==> config.mk <==
export PLATFORM = sky130hd
export DESIGN_NAME = dcs_window_seq
export DESIGN_NICKNAME = d
export VERILOG_FILES = /design/src/rtl/dcs_window_seq.sv
export SDC_FILE = /design/constraint.sdc
export NUM_CORES = 1
export LEC_CHECK = 0
export ABC_AREA = 1
export ABC_CLOCK_PERIOD_IN_PS = 10400
export BUFFER_PORTS_ARGS = -buffer_cell sky130_fd_sc_hd__buf_2
export CORE_AREA = 2 2 267 137
export CTS_CLUSTER_DIAMETER = 80
export DETAILED_ROUTE_END_ITERATION = 10
export DIE_AREA = 0 0 269 139
export GPL_TIMING_DRIVEN = 0
export PLACE_DENSITY_LB_ADDON = 0.05
export SLEW_MARGIN = 20
export SYNTH_ARGS = -nofsm -noshare
export SYNTH_HDL_FRONTEND = slang
export SYNTH_SLANG_ARGS = --single-unit
export TNS_END_PERCENT = 30
==> constraint.sdc <==
create_clock -name clk -period 10.4 [get_ports clk]
set_input_delay 1.04 -clock clk [delete_from_list [all_inputs] [get_ports clk]]
set_output_delay 1.04 -clock clk [all_outputs]
set_load 0.02 [all_outputs]
==> src/rtl/dcs_window_seq.sv <==
module dcs_window_seq #(
  parameter int PANEL_W  = 240,
  parameter int PANEL_H  = 320,
  parameter int LEFT_OFS = 0,
  parameter int TOP_OFS  = 0
) (
  input  logic        clk,
  input  logic        rst_n,
  input  logic        start_i,
  input  logic        blank_i,
  input  logic        swap_i,
  input  logic [15:0] x_start_i,
  input  logic [15:0] x_end_i,
  input  logic [15:0] y_start_i,
  input  logic [15:0] y_end_i,
  input  logic        pix_valid_i,
  input  logic [15:0] pix_data_i,
  output logic        pix_ready_o,
  output logic        out_valid_o,
  output logic [7:0]  out_data_o,
  output logic        out_dc_o,
  input  logic        out_ready_i,
  output logic        done_o,
  output logic        busy_o
);
  localparam logic [7:0] CMD_COL  = 8'h2A;
  localparam logic [7:0] CMD_PAGE = 8'h2B;
  localparam logic [7:0] CMD_MEM  = 8'h2C;
  localparam logic [3:0] HDR_LAST = 4'd10;
  localparam int         CNT_W    = 35;

  typedef enum logic [1:0] {S_IDLE, S_HDR, S_PIX, S_DRAIN} st_t;

  st_t              st;
  logic [3:0]       idx;
  logic [15:0]      xs, xe, ys, ye;
  logic             blank_q, swap_q, half, out_last;
  logic [7:0]       pend, hdr_byte;
  logic [CNT_W-1:0] left;

  wire slot = !out_valid_o || out_ready_i;

  wire [15:0] x0 = blank_i ? 16'd0 : x_start_i;
  wire [15:0] x1 = blank_i ? 16'(PANEL_W - 1) : x_end_i;
  wire [15:0] y0 = blank_i ? 16'd0 : y_start_i;
  wire [15:0] y1 = blank_i ? 16'(PANEL_H - 1) : y_end_i;
  wire [16:0] w17 = {1'b0, x1} - {1'b0, x0} + 17'd1;
  wire [16:0] h17 = {1'b0, y1} - {1'b0, y0} + 17'd1;
  wire [33:0] npix = w17 * h17;

  wire hdr_dc = !(idx == 4'd0 || idx == 4'd5 || idx == HDR_LAST);

  always_comb begin
    case (idx)
      4'd0:    hdr_byte = CMD_COL;
      4'd1:    hdr_byte = xs[15:8];
      4'd2:    hdr_byte = xs[7:0];
      4'd3:    hdr_byte = xe[15:8];
      4'd4:    hdr_byte = xe[7:0];
      4'd5:    hdr_byte = CMD_PAGE;
      4'd6:    hdr_byte = ys[15:8];
      4'd7:    hdr_byte = ys[7:0];
      4'd8:    hdr_byte = ye[15:8];
      4'd9:    hdr_byte = ye[7:0];
      default: hdr_byte = CMD_MEM;
    endcase
  end

  assign busy_o      = (st != S_IDLE);
  assign pix_ready_o = (st == S_PIX) && !blank_q && !half && slot;

  always_ff @(posedge clk) begin
    if (!rst_n) begin
      st <= S_IDLE; idx <= '0; half <= 1'b0; pend <= '0; left <= '0;
      xs <= '0; xe <= '0; ys <= '0; ye <= '0;
      blank_q <= 1'b0; swap_q <= 1'b0; out_last <= 1'b0;
      out_valid_o <= 1'b0; out_data_o <= '0; out_dc_o <= 1'b0; done_o <= 1'b0;
    end else begin
      done_o <= 1'b0;
      if (out_valid_o && out_ready_i) begin
        out_valid_o <= 1'b0;
        if (out_last) begin
          out_last <= 1'b0;
          done_o   <= 1'b1;
          st       <= S_IDLE;
        end
      end
      case (st)
        S_IDLE: if (start_i) begin
          xs <= x0 + 16'(LEFT_OFS); xe <= x1 + 16'(LEFT_OFS);
          ys <= y0 + 16'(TOP_OFS);  ye <= y1 + 16'(TOP_OFS);
          left <= {npix, 1'b0};
          blank_q <= blank_i; swap_q <= swap_i;
          idx <= '0; half <= 1'b0;
          st <= S_HDR;
        end
        S_HDR: if (slot) begin
          out_valid_o <= 1'b1;
          out_data_o  <= hdr_byte;
          out_dc_o    <= hdr_dc;
          idx         <= idx + 4'd1;
          if (idx == HDR_LAST) st <= S_PIX;
        end
        S_PIX: if (slot) begin
          if (half) begin
            out_valid_o <= 1'b1; out_data_o <= pend; out_dc_o <= 1'b1;
            half <= 1'b0; left <= left - 1'b1;
            if (left == CNT_W'(1)) begin
              out_last <= 1'b1;
              st <= S_DRAIN;
            end
          end else if (blank_q) begin
            out_valid_o <= 1'b1; out_data_o <= 8'h00; out_dc_o <= 1'b1;
            pend <= 8'h00; half <= 1'b1; left <= left - 1'b1;
          end else if (pix_valid_i) begin
            out_valid_o <= 1'b1; out_dc_o <= 1'b1;
            out_data_o  <= swap_q ? pix_data_i[7:0] : pix_data_i[15:8];
            pend        <= swap_q ? pix_data_i[15:8] : pix_data_i[7:0];
            half <= 1'b1; left <= left - 1'b1;
          end
        end
        default: ;
      endcase
    end
  end

  a_r8_hold_stable: assert property (@(posedge clk) disable iff (!rst_n)
    out_valid_o && !out_ready_i |=> out_valid_o && $stable(out_data_o) && $stable(out_dc_o));

  a_r4_cmd_codes: assert property (@(posedge clk) disable iff (!rst_n)
    out_valid_o && !out_dc_o |-> (out_data_o == CMD_COL || out_data_o == CMD_PAGE || out_data_o == CMD_MEM));

  a_r9_done_follows_accept: assert property (@(posedge clk) disable iff (!rst_n)
    out_valid_o && out_ready_i && out_last |=> done_o && !busy_o);

  a_r9_done_single: assert property (@(posedge clk) disable iff (!rst_n)
    done_o |=> !done_o);

  a_r9_busy_ends_with_done: assert property (@(posedge clk) disable iff (!rst_n)
    $fell(busy_o) |-> done_o);

  a_r11_idle_quiet: assert property (@(posedge clk) disable iff (!rst_n)
    !busy_o |-> !out_valid_o && !pix_ready_o);

  a_r7_blank_no_pixel: assert property (@(posedge clk) disable iff (!rst_n)
    busy_o && blank_q |-> !pix_ready_o);
endmodule

==> results of run 1 <==
-- layer usage --
layer / GRT usage [%] / up-vias
met4: 5.61 / 2
met3: 17.3 / 66
li1: - / 8672
met2: 45.8 / 1142
met1: 62.0 / 9045
met5: 1.67 / -
-- state kept, by name, summed over array words and instances (netlist names) --
signal       cells
left            35
xe              16
xs              16
ye              16
ys              16
out_data_o       8
pend             8
idx              4
st               2
blank_q          1
done_o           1
half             1
out_dc_o         1
out_last         1
out_valid_o      1
swap_q           1
-- area by class of cell --
class	count	share of cell area [%]
multi-input cells	1991	67.5
flip-flops and latches	128	12.3
inverters	548	9.90
well taps	484	2.91
repair buffers	100	2.44
clock buffers	18	2.06
plain buffers	83	1.82
clock inverters	14	0.999
-- placed cells by master, fill, tap and decap left out, drive strengths merged, types with 10 or more instances in the layout --
master  synthesis  layout
a211oi         37      37
a21oi         151     151
a31oi          16      16
buf            26     126
clkbuf         57      75
dfxtp         128     128
fa            226     226
ha            180     180
inv           546     549
nand2         709     709
nand3          96      96
nand3b         12      12
nand4          17      17
nor2          328     328
o21ai         110     110
o21bai         10      10
or2            20      20
xnor2          10      10
xor2           35      35
-- critical path: cells and delay by family --
family | cells | cell delay, ns
and+or+nand+nor | 10 | 1.76
xor gates and xnor gates | 1 | 0.76
adders and majority gates | 10 | 4.33
AOI/OAI and AO/OA | 2 | 0.44
buffers and inverters | 10 | 1.86
-- Yosys cell counts, drive strengths merged --
cell and instances:
o41ai 1, o22ai 7, dfxtp 128, a221oi 1, xnor2 10, o21bai 10
inv 546, buf 26, a21oi 151, o211ai 5, xor2 35, o21ai 110
o31ai 5, ha 180, nand4 17, and2 2, o21a 1, nor3 8
nor2 328, o2bb2ai 1, nand3b 12, o2111ai 1, clkbuf 57, a211oi 37
or2 20, a31oi 16, nand3 96, a21o 2, clkinv 2, fa 226
nand2 709
-- kinds of logic (layout without fill, tap and decap cells) --
family / after synthesis / after routing
flip-flops: 128 / 128
buffers and inverters: 631 / 763
adder cells (fa/ha/maj): 406 / 406
AO/OA/AOI/OAI: 348 / 348
AND/OR/NAND/NOR: 1192 / 1192
XOR/XNOR: 45 / 45
-- worst max path at each step --
| stage | to | from | slack [ns] | cells past startpoint |
|---|---|---|---|---|
| final | left[34]$_SDFFE_PN0P_ | blank_i | 0.52 | 33 |
| after global routing | left[33]$_SDFFE_PN0P_ | blank_i | 0.37 | 33 |
| after CTS | left[34]$_SDFFE_PN0P_ | blank_i | 0.85 | 33 |
| after detailed placement | left[34]$_SDFFE_PN0P_ | blank_i | 0.42 | 33 |
| after global placement | left[34]$_SDFFE_PN0P_ | blank_i | 0.34 | 31 |
| after floorplan | left[16]$_SDFFE_PN0P_ | blank_i | 2.54 | 36 |
-- stage by stage --
step | setup slack, ns | util, % | area (um^2) | hold slack, ns
2_1_floorplan | 2.54 | - | 19000 | 0.425
3_3_place_gp | 0.342 | 57.1 | 20100 | 0.440
3_5_place_dp | 0.423 | 57.2 | 20100 | 0.446
4_1_cts | 0.852 | 59.0 | 20800 | 0.455
5_1_grt | 0.368 | 59.0 | 20800 | 0.474
6_report | 0.519 | 59.0 | 20800 | 0.458
==> metrics, run 1 <==
largest family of logic cells by synthesized area=adder cells; compound-gate portion of the synthesized area=a little over a tenth; period utilisation layout=around 95%; Post-Syn Area=19,000 um^2; synth unique cells=53; met3 wire length=roughly 12,000 um; number of nets with antenna violations after routing=0; Crit Reg-Reg Startpoint=st[0]$_SDFF_PN0_; synthesized area per cell=6.92 um^2; reg2reg path depth=7; post-synthesis mux area share=0%; ant diodes=0; ratio of cells with drive above 1 in the final layout=just under 8%; Critical Path Source Type=input port; # DRC=0; WP data arrival=10.24 ns; Mapped Cells=between 2,000 and 3,000; critical path required time=roughly 11 ns; IO Port Bufs=slightly below 100; Setup crit end kind=flip-flop; routed vias=18,900; Die Footprint=about 37,000 um^2; final setup violation count=0; H-tree depth=4; io pins=100; Synth area leaders=fa_1 (24%), nand2_1 (14%), dfxtp_1 (13%), ha_1 (12%), inv_1 (11%); root buffer cell=clkbuf_16; WL final=around 70,000 um; initial antenna violation count=1; worst skew pair latency=between 0.4 and 0.5 ns; Hold Path Sink=ye[3]$_SDFFE_PN0P_; critical path class=input port to flip-flop; hpwl dp=approximately 60,000 um; RR Endpoint=out_data_o[6]$_SDFFE_PN0P_; post-DR vias/cell=approximately 5.6; CTS Sinks=~130; DIE HEIGHT=139 um; post-synth top area cell=fa_1; Placer Congestion=1.05; MaxCap Viol Count=0; Synth Register Bits=approximately 130; fillers=between 3,000 and 4,000; CTS Buffer Depth=2; Layout area overhead=9.24%; Slew headroom=roughly a quarter; Max FO, Critical Path=10; worst min path class=flip-flop to flip-flop; Pre-antenna DRT Iters=6; RSZ-0062 raised after global routing=no; Final Max Tran Viols=0; Num CTS Buffers=17; Die Width=269 um; simple-gate portion of the synthesized area=25.3%; Cells on Worst Hold Path=2; largest net degree at the start of global routing=17; Non-Filler Instances=~3,400; Worst R2R Setup Slack=7.54 ns; vias in the first global route=17,600; status=finished clean; # rows=between 40 and 50; clock skew=0.0155 ns; metal2 WL=between 20,000 and 25,000 um; worst-margin pin slew=approximately 1.1 ns; Multi-input gate area=14,000 um^2; Synth Net Count=3,243; TritonCTS clock tree=done; Period minus WS final=between 9 and 10 ns; Adder-Cell Fraction of Synth Area=a little over a third; clk slew on worst S/H paths=around 0.060 ns; sequential fraction of the synthesis area=a little over an eighth; grt ovf=0; drt initial violations=2,448; post-cts resize count=0; drt wl/cell=20.9 um; FMAX=about 100 MHz; Post-layout nets=3,362; first-pass GRT wire length=between 100,000 and 150,000 um; metal1 wirelength=approximately 33,000 um; Hold-fix buffers, CTS=0; setup TNS=0 ns; XOR/XNOR Fraction of Synth Area=about 2.3%; highest routed layer=met5; Crit-path slowest cell=clkbuf_1; final hold vios=0; CP max stage delay=~0.77 ns; overall routing resource usage=between 30% and 40%; Yosys warnings=0; hold wc startpoint=ye[3]$_SDFFE_PN0P_; placed instance count=between 3,000 and 4,000; core area=around 35,000 um^2; initial core utilization=54.0%; Storage cell area=between 2000 and 3000 um^2; Setup Buffers After CTS=0; top cell type's share of synthesized area=between 20% and 30%
Power of run 1 is left out: the tool's default activity adds up to more than one toggle a clock period on the data nets, which glitch-free logic cannot reach.
==> run 2, diff against run 1 <==
ABC_AREA = unset   (was 1)
CORE_AREA = 2 2 261 134   (was 2 2 267 137)
DIE_AREA = 0 0 263 136   (was 0 0 269 139)
GPL_ROUTABILITY_DRIVEN = 0   (was unset)
==> run 2 against run 1 <==
Register-to-register slack worse by 0.77 ns; hold slack improved by 0.0025 ns; core utilization rose by 1.0 points; synthesized area shrank 4.5%; clock skew decreased by 0.0012 ns; non-clock buffer count up 46; maximum frequency down 2.0%; final cell count down 15%.
==> metrics, run 2 <==
status=finished clean; worst-margin pin slew=about 1.1 ns; TritonCTS clock tree=done; top cell type's share of synthesized area=between 20% and 30%; EDFF count, synth=0; Synth Register Bits=about 130; clk slew on worst S/H paths=~0.07 ns; H-tree depth=4; period utilisation layout=96.9%; largest net degree at the start of global routing=17; # DRC=0; drt wl/cell=approximately 23 um; post-synth top area cell=fa_1; Final Max Tran Viols=0; Final Util=between 60% and 70%; critical path class=input port to flip-flop; Crit Reg-Reg Startpoint=idx[0]$_SDFFE_PN0P_; Post-synth ARST share=0%; DIE HEIGHT=approximately 140 um; Die Footprint=between 30,000 and 40,000 um^2; fillers=slightly above 3,000; Yosys warnings=0; worst skew pair latency=~0.45 ns; Post-Syn Area=around 18,000 um^2; Crit-path slowest cell=or4b_2; Pre-antenna DRT Iters=10; first-pass GRT wire length=98,700 um; Critical Path Source Type=input port; io pins=100; number of nets with antenna violations after routing=0; post-DR vias/cell=roughly 6; synth unique cells=69; core area=~34,000 um^2; # rows=48; clock skew=around 0.014 ns; most frequent cell on the critical path=fa_1; ratio of cells with drive above 1 in the final layout=under 10%; critical path required time=10.75 ns; Post-layout nets=just under 3,000; most frequent cells in the layout=inv_1 (299), nand2_1 (299), fa_1 (225); WL final=roughly 65,000 um; overall routing resource usage=a little under two fifths; CP endpoint=left[34]$_SDFFE_PN0P_; hpwl dp=53,300 um; FMAX=approximately 99 MHz; Period minus WS final=between 10 and 15 ns; Max FO, Critical Path=10; drt initial violations=around 2,400; RR Endpoint=out_data_o[5]$_SDFFE_PN0P_; WP data arrival=between 10 and 15 ns; vias in the first global route=16,400; Num CTS Buffers=17; Post-synth top flop=dfxtp_1; setup TNS=0 ns; Synth area leaders=fa_1 (25%), dfxtp_1 (14%), ha_1 (12%), inv_1 (6.2%), nand2_1 (6.2%); IO Port Bufs=98; Synth Net Count=about 2,800; Setup crit end kind=flip-flop; initial antenna violation count=2; reg2reg path depth=10; Crit. Startpoint=blank_i; Mapped Cells=about 2,300; commonest cells in the netlist=inv_1 (299), nand2_1 (299), fa_1 (226); worst min path class=flip-flop to flip-flop; CTS Buffer Depth=2; final hold vios=0; final setup violation count=0; synthesized area per cell=7.97 um^2; grt ovf=0; Slew headroom=around 23%; sequential fraction of the synthesis area=~14%; root buffer cell=clkbuf_16; initial core utilization=between 50% and 60%; CP max stage delay=0.64 ns; max reg flops=35; Worst R2R Setup Slack=6.77 ns; CTS Sinks=between 100 and 150; Top reg by flops=left; MaxCap Viol Count=0; Layout area overhead=11.5%; Die Width=263 um; routed vias=about 17,000
==> run 2: cell count changes after synthesis, moves of 51 or more <==
| cell | before | now |
|---|---|---|
| and2_1 | 2 | 89 |
| clkbuf_1 | 57 | 112 |
| inv_1 | 533 | 299 |
| nand2_1 | 696 | 299 |
| nand3_1 | 95 | 32 |
| nor2_1 | 322 | 191 |
| nor3_1 | 7 | 58 |
==> run 2: cell type report <==
| class | count | area (um^2) | share of cell area (%) |
|---|---|---|---|
| multi-input cells | 1732 | 14300 | 70.6 |
| flip-flops and latches | 128 | 2560 | 12.7 |
| inverters | 301 | 1130 | 5.58 |
| repair buffers | 112 | 621 | 3.06 |
| well taps | 450 | 563 | 2.78 |
| plain buffers | 117 | 484 | 2.39 |
| clock buffers | 19 | 443 | 2.19 |
| clock inverters | 13 | 153 | 0.754 |
| diodes | 1 | 2.50 | 0.0124 |
==> run 2: per-layer routing <==
layer / GRT usage, % / share of wire (%)
met1: 56.0 / 46
met2: 46.3 / 36
met3: 18.7 / 17
met4: 4.67 / 1.1
met5: 0 / 0
==> run 2: worst max-delay path: cells and delay by family <==
kind,cells,cell delay (ns)
AO/OA/AOI/OAI,9,2.20
XOR/XNOR,1,0.38
adder cells (fa/ha/maj),10,4.30
buffers and inverters,7,1.17
AND/OR/NAND/NOR,6,1.34
==> run 2: kinds of logic (layout without fill, tap and decap cells) <==
| kind of cell | count (synthesis) | in the layout | synth area share (%) |
|---|---|---|---|
| XOR/XNOR | 57 | 57 | 2.75 |
| adder cells (fa/ha/maj) | 406 | 406 | 37.3 |
| other | 0 | 1 | 0 |
| buffers and inverters | 419 | 562 | 8.66 |
| multiplexers | 25 | 25 | 1.39 |
| AO/OA/AOI/OAI | 396 | 396 | 13.6 |
| flip-flops | 128 | 128 | 14.1 |
| AND/OR/NAND/NOR | 848 | 848 | 22.2 |
==> run 2: how the worst min path moves through the flow <==
| stage | from | endpoint | slack [ns] | cells after the start |
|---|---|---|---|---|
| 4_1_cts | ye[6]$_SDFFE_PN0P_ | ye[6]$_SDFFE_PN0P_ | 0.46 | 2 |
| 3_3_place_gp | xs[1]$_SDFFE_PN0P_ | xs[1]$_SDFFE_PN0P_ | 0.44 | 2 |
| 2_1_floorplan | xs[1]$_SDFFE_PN0P_ | xs[1]$_SDFFE_PN0P_ | 0.44 | 2 |
| 5_1_grt | ye[14]$_SDFFE_PN0P_ | ye[14]$_SDFFE_PN0P_ | 0.48 | 2 |
| 3_5_place_dp | ye[6]$_SDFFE_PN0P_ | ye[6]$_SDFFE_PN0P_ | 0.45 | 2 |
| 6_report | ye[10]$_SDFFE_PN0P_ | ye[10]$_SDFFE_PN0P_ | 0.46 | 2 |
==> run 2: repair_timing <==
item                       4_1_cts  5_1_grt
hold buffers                     0        0
pin swaps                        1        4
hold endpoints to repair         0        0
resized for setup               28       54
setup endpoints to repair       20       17
buffers inserted                 4        8
==> run 2: metrics by stage <==
step | hold WS (ns) | area (um^2) | setup slack, ns | cells
after floorplan | 0.436 | 18200 | 0.554 | 2279
after global placement | 0.443 | 19200 | -2.12 | 2827
after detailed placement | 0.449 | 19300 | -1.75 | 2828
after CTS | 0.458 | 20000 | 0.0411 | 2863
after global routing | 0.478 | 20300 | -0.0191 | 2872
final | 0.460 | 20300 | 0.319 | 2873
Power of run 2 is left out for the same reason.
